`src/rtl/spi_target_xfer.sv`:
```
`timescale 1ns/1ps
module spi_target_xfer #(
  parameter int W = 8
) (
  input  logic         clk,
  input  logic         rst_n,
  input  logic         en,
  input  logic         sel_sync,
  input  logic         tx_wr,
  input  logic [W-1:0] tx_data,
  output logic         tx_empty,
  input  logic         rx_rd,
  output logic [W-1:0] rx_data,
  output logic         rx_full,
  input  logic         ovf_clr,
  output logic         rx_ovf,
  input  logic         sck,
  input  logic         ss_n,
  input  logic         mosi,
  output logic         miso,
  output logic         miso_oe
);
  localparam int CW = (W > 1) ? $clog2(W) : 1;
  localparam logic [CW-1:0] LAST = CW'(W - 1);

  logic [2:0]    sck_p;
  logic [1:0]    ss_p, mosi_p;
  logic [CW-1:0] cnt;
  logic [W-1:0]  tx_sh, rx_sh, hold_d, rx_buf;
  logic          hold_v, full_q, ovf_q;

  always_ff @(posedge clk or negedge rst_n)
    if (!rst_n) begin
      sck_p  <= '0;
      ss_p   <= '1;
      mosi_p <= '0;
    end else begin
      sck_p  <= {sck_p[1:0], sck};
      ss_p   <= {ss_p[0], ss_n};
      mosi_p <= {mosi_p[0], mosi};
    end

  wire gate  = en & (~sel_sync | ~ss_p[1]);
  wire rise  = gate & sck_p[1] & ~sck_p[2];
  wire fall  = gate & ~sck_p[1] & sck_p[2];
  wire abort = en & sel_sync & ss_p[1];
  wire first = (cnt == '0);
  wire done  = rise & (cnt == LAST);
  wire [W-1:0] src    = hold_v ? hold_d : '0;
  wire [W-1:0] rx_nxt = {rx_sh[W-2:0], mosi_p[1]};

  always_ff @(posedge clk or negedge rst_n)
    if (!rst_n) begin
      cnt    <= '0;
      tx_sh  <= '0;
      rx_sh  <= '0;
      hold_d <= '0;
      hold_v <= 1'b0;
      rx_buf <= '0;
      full_q <= 1'b0;
      ovf_q  <= 1'b0;
    end else if (!en) begin
      cnt    <= '0;
      tx_sh  <= '0;
      rx_sh  <= '0;
      hold_d <= '0;
      hold_v <= 1'b0;
      rx_buf <= '0;
      full_q <= 1'b0;
      ovf_q  <= 1'b0;
    end else begin
      if (abort) begin
        cnt   <= '0;
        rx_sh <= '0;
      end else if (rise) begin
        cnt   <= done ? '0 : cnt + 1'b1;
        rx_sh <= rx_nxt;
        if (first) tx_sh <= src;
      end else if (fall && !first) begin
        tx_sh <= tx_sh << 1;
      end

      if (tx_wr) begin
        hold_d <= tx_data;
        hold_v <= 1'b1;
      end else if (rise && (sel_sync ? done : first)) begin
        hold_v <= 1'b0;
      end

      if (ovf_clr) ovf_q <= 1'b0;
      if (done) begin
        full_q <= 1'b1;
        if (full_q && !rx_rd) ovf_q <= 1'b1;
        else rx_buf <= rx_nxt;
      end else if (rx_rd) begin
        full_q <= 1'b0;
      end
    end

  assign tx_empty = ~hold_v;
  assign rx_data  = rx_buf;
  assign rx_full  = full_q;
  assign rx_ovf   = ovf_q;
  assign miso     = first ? src[W-1] : tx_sh[W-1];
  assign miso_oe  = en & (~sel_sync | ~ss_n);
endmodule

```
`config.mk`:
```
export PLATFORM = sky130hd
export DESIGN_NAME = spi_target_xfer
export DESIGN_NICKNAME = d
export VERILOG_FILES = /design/src/rtl/spi_target_xfer.sv
export SDC_FILE = /design/constraint.sdc
export NUM_CORES = 1
export LEC_CHECK = 0
export ABC_AREA = 1
export BUFFER_PORTS_ARGS = -buffer_cell sky130_fd_sc_hd__clkbuf_2
export CAP_MARGIN = 20
export CORE_AREA = 2 2 62 64
export DETAILED_ROUTE_END_ITERATION = 12
export DIE_AREA = 0 0 64 66
export PLACE_DENSITY = 0.85
export SLEW_MARGIN = 10
export SYNTH_ARGS = -nofsm -noshare
export SYNTH_HDL_FRONTEND = slang
export SYNTH_SLANG_ARGS = --single-unit
```
`constraint.sdc`:
```
create_clock -name clk -period 3.3 [get_ports clk]
set_input_delay 0.99 -clock clk [delete_from_list [all_inputs] [get_ports clk]]
set_output_delay 0.99 -clock clk [all_outputs]
set_load 0.02 [all_outputs]
```
Word level (Yosys, flattened, before mapping)
Cells that the tools add are included.
{ "word_totals": {"ff_bits": 44, "inputBits": 18, "output_inout_bits": 13} }
{ "classes": {"add_sub_neg": 1, "eq_ne": 10, "mux": 30, "n_bitwise": 17, "reduce_logical": 8} }
{ "op_table": {"columns": ["cell", "n"], "rows": [
  ["$mux 8", 11],
  ["$mux 7", 3],
  ["$mux 1", 12],
  ["$mux 3", 4],
  ["$ne 3x1->1 const B", 4],
  ["$and 1x1->1", 9],
  ["$not 1->1", 6],
  ["$ne 2x1->1 const B", 2],
  ["$ne 2x2->1 const B", 2],
  ["$add 3x1->3 const B", 1],
  ["$eq 3x3->1 const B", 1],
  ["$logic_and 1x1->1", 3],
  ["$logic_not 3->1", 1],
  ["$ne 3x3->1 const B", 1],
  ["$reduce_and 3->1", 1],
  ["$logic_not 1->1", 2],
  ["$or 1x1->1", 2],
  ["$reduce_and 2->1", 1]
]} }

Depth between registers and ports, before layout
{ "depth": {"word_depth": 11, "ltp_mapped": 8, "depth_no_buf": 8} }

Least setup slack after synthesis
OpenSTA, ideal clock, no wires.
{ "synth_timing": {"path_kind": "input -> output", "startpoint": "input port en", "endpoint": "output port miso_oe", "arrival_time_ns": 1.379, "required_ns": 2.310, "slack_ns": 0.931, "path_stages": 2, "path_buffers": 0, "cell_sequence": "inv_1 -> a21oi_1"} }
{ "synth_via": {"elab_chain_len": 1} }
{ "synth_lines": {"columns": ["item", "line_no", "text"], "rows": [
  ["from (decl)", "7", "input logic en,"],
  ["$and 1x1->1", "105", "assign miso_oe = en & (~sel_sync | ~ss_n);"],
  ["to (decl)", "21", "output logic miso_oe"]
]} }
No other way between the ends.

Worst setup path in the final report
Same ends and word-level chain as after synthesis.

==> flow_metrics.tcl <==
set metrics [dict create \
    synthDominantCellAreaShare_pct 55.1 \
    initial_utilization_pct 53.7 \
    p_sw_mw 0.224 \
    place_congestion 0.808 \
    core_area_sq_mm 0.00355 \
    ys.flop_type "sky130_fd_sc_hd__dfrtp_1" \
    grt_antenna_before_repair 0 \
    cts.repair_timing.setup_buffer_count 0 \
    worst_hold_path_type "reg2reg" \
    route.detailed.drc 0 \
    crit_path_start_kind "input pin" \
    post-route-cell-area_sq_mm 0.00217 \
    die_w_microns 64 \
    critical_path.max_fanout 15 \
    yosysWarningCount 0 \
    synth_top_cell_by_area "sky130_fd_sc_hd__dfrtp_1" \
    layout_worst_path_cycle_share_pct 82.3 \
    internal-power_mw 0.736 \
    syn_area_per_cell_sq_um 9.00 \
    drtPass1Iterations 4 \
    cp.arrival_ns 1.73 \
    die_area_sq_mm 0.00422 \
    placement.cell_area_sq_mm 0.00209 \
    syn-instance-count 212 \
    routed_wirelength_mm 3.68 \
    maxCapViolations 0 \
    mappedNetlistNets 233 \
    slowest_stage "sky130_fd_sc_hd__clkbuf_2" \
    placement.io_buffers 30 \
    final.min_clock_period_ns 2.72 \
    rsz_0062_raised_after_global_routing "false" \
    synthMostInstantiatedCell "sky130_fd_sc_hd__nand2_1" \
    tightest_slew_ns 0.528 \
    cts-buffers-inserted 5 \
    synth_seq_cells 44 \
    cp.required_ns 2.31 \
    cts_hold_buf 0 \
    htree_num_levels 2 \
    status "complete, no violations" \
    critPathMostFrequentCell "sky130_fd_sc_hd__clkbuf_2" \
    synthesis.area_sq_mm 0.00191 \
    worst_skew_pair.late_latency_ns 0.36 \
    seqPwrFrac_pct 58.8 \
    vias 1523 \
    skew_ns 0.0115 \
    dr.first_iter.drc_count 86 \
    crit_chain "clkbuf_2, inv_1, a21oi_1, clkbuf_2" \
    power_switching_share_pct 23.3 \
    power.ir.vdd_worst_v 0.000219 \
    fmax_mhz 368 \
    clkSinkCount 44 \
    cts_tree "built" \
    share_clk_of_total_power_pct 33.7 \
    finalNetCount 264 \
    areaGrowthSynthToFinish_pct 13.7 \
    layout_cell_share_with_drive_strength_beyond_1_pct 20.1 \
    post_drt_via_cell_ratio 5.22 \
    timing.slew.headroom_pct 64.8 \
    setup_slack_ns 0.585 \
    yosys-top-cells-area "sky130_fd_sc_hd__dfrtp_1 55%, sky130_fd_sc_hd__nand3_1 12%, sky130_fd_sc_hd__nand2_1 10%" \
    timing.critical_path.to_type "output port" \
    slew_limit_fails 0 \
    yosys-top-cells-count "51 x sky130_fd_sc_hd__nand2_1, 44 x sky130_fd_sc_hd__nand3_1, 42 x sky130_fd_sc_hd__dfrtp_1, 26 x sky130_fd_sc_hd__inv_1, 13 x sky130_fd_sc_hd__o21ai_0" \
    die_h_microns 66 \
    wire_per_inst_microns 12.6 \
    finalSetupTns_ns 0 \
    worst_path_largest_cell_delay_ns 0.27 \
    cellLeakagePower_nw 1.14 \
    ant_nets 0 \
    top_level_ports 31 \
    async_flop_share_pct 100 \
    antenna-diode-count 0 \
    maximum_buffer_depth_of_the_clock_tree 2 \
    comb_power_share_pct 7.5 \
    rows 22 \
    clkSlewWorstSetupHoldPaths_ns 0.12 \
    cts_repair_resize_count 0 \
    totalPowerFinal_mw 0.959 \
    worst-setup-path-type "in2out" \
    hold_viol 0 \
    synth.yosys.seq_area_share_pct 57.8 \
    detailed_place_hpwl_mm 2.56 \
    global_route.usage.total_pct 19.4 \
    gr-total-overflow 0 \
    yosysUniqueCellTypes 19 \
    setup_violations 0 \
    grt_first_pass_wirelength_mm 6.21 \
    clock-root-buffer "sky130_fd_sc_hd__clkbuf_4" \
    grt_pass1_vias 1403 \
    power_density_mw_per_mm2 442 \
    place_worst_setup_slack_ns 0.594 \
    grt_max_degree 45 \
    synth-edff-count 0 \
]
-- critical path: cells and delay by family --
family / cells / cell delay (ns)
buffers and inverters: 3 / 0.60
AO/OA/AOI/OAI: 1 / 0.14
-- kinds of logic (layout without fill, tap and decap cells) --
family | after synthesis | in the layout | synth area share, %
DFF | 44 | 44 | 57.8
adders and majority gates | 3 | 3 | 1.97
buffers and inverters | 34 | 66 | 7.15
and+or+nand+nor | 108 | 108 | 26.5
AOI/OAI and AO/OA | 23 | 23 | 6.56
-- through the flow --
stage	std cells	hold WS, ns	util [%]
final	292	0.363	61.1
after global routing	292	0.371	61.1
after CTS	292	0.364	61.1
after detailed placement	284	0.347	59.0
after global placement	284	0.334	59.0
after floorplan	212	0.331	-
-- final cells by class --
type                            count  area (sq um)
Multi-Input combinational cell    134           668
Clock buffer                        7          45.0
Sequential cell                    44          1100
Fill cell                         304          1380
Inverter                           26          97.6
Tap cell                           48          60.1
Clock inverter                      1          30.0
Timing Repair Buffer               32           165
-- cell usage in the layout (no fill, tap or decap) --
master                      netlist  final
sky130_fd_sc_hd__nand3_1         44     44
sky130_fd_sc_hd__ha_1             3      3
sky130_fd_sc_hd__dfrtp_1         42     42
sky130_fd_sc_hd__o21ai_0         13     13
sky130_fd_sc_hd__a21oi_1          3      3
sky130_fd_sc_hd__nand2_1         51     51
sky130_fd_sc_hd__nand4_2          1      1
sky130_fd_sc_hd__nand3_2          1      1
sky130_fd_sc_hd__nor2_4           2      2
sky130_fd_sc_hd__buf_4            1      2
sky130_fd_sc_hd__dfstp_2          2      2
sky130_fd_sc_hd__clkbuf_2         0     30
sky130_fd_sc_hd__or2_0            1      1
sky130_fd_sc_hd__o22ai_1          6      6
sky130_fd_sc_hd__inv_1           26     26
sky130_fd_sc_hd__clkbuf_4         0      5
sky130_fd_sc_hd__bufinv_16        0      1
sky130_fd_sc_hd__clkbuf_1         3      2
sky130_fd_sc_hd__nor2_1           3      3
sky130_fd_sc_hd__o31ai_1          1      1
sky130_fd_sc_hd__nand2_2          5      5
-- per-layer routing --
| metal | track usage (%) | up-vias | share of wire, % |
|---|---|---|---|
| met1 | 24.5 | 723 | 45 |
| met3 | 5.45 | 6 | 4.3 |
| li1 | - | 750 | - |
| met5 | 0 | - | 0 |
| met4 | 7.34 | 0 | 1.7 |
| met2 | 31.9 | 44 | 49 |
-- sequential cells by signal, summed over array words and instances, names as in the netlist --
| signal | flops |
|---|---|
| hold_d | 8 |
| rx_data | 8 |
| tx_sh | 8 |
| rx_sh | 7 |
| cnt | 3 |
| sck_p | 3 |
| mosi_p | 2 |
| ss_p | 2 |
| hold_v | 1 |
| rx_full | 1 |
| rx_ovf | 1 |
-- final timing paths --
kind | startpoint | end | slack, ns | depth (start not counted)
setup reg to reg | sck_p[2] | tx_sh[5] | 1.69 | 6
setup / recovery | en | miso_oe | 0.58 | 4
max in group asynchronous | rst_n | ss_p[0] | 2.24 | 2
hold / removal | ss_p[0] | ss_p[1] | 0.36 | 0
hold reg to reg | ss_p[0] | ss_p[1] | 0.36 | 0
min in group asynchronous | rst_n | rx_data[3] | 0.68 | 2
-- power by group through the flow --
stage,registers [mW],logic (mW),clock network (mW)
6_report,0.564,0.0716,0.324
5_1_grt,0.566,0.0818,0.357
4_1_cts,0.564,0.0723,0.330
3_5_place_dp,0.575,0.0717,0
3_3_place_gp,0.573,0.0696,0
2_1_floorplan,0.569,0.0425,0
Power figures use the tool's default switching activity.
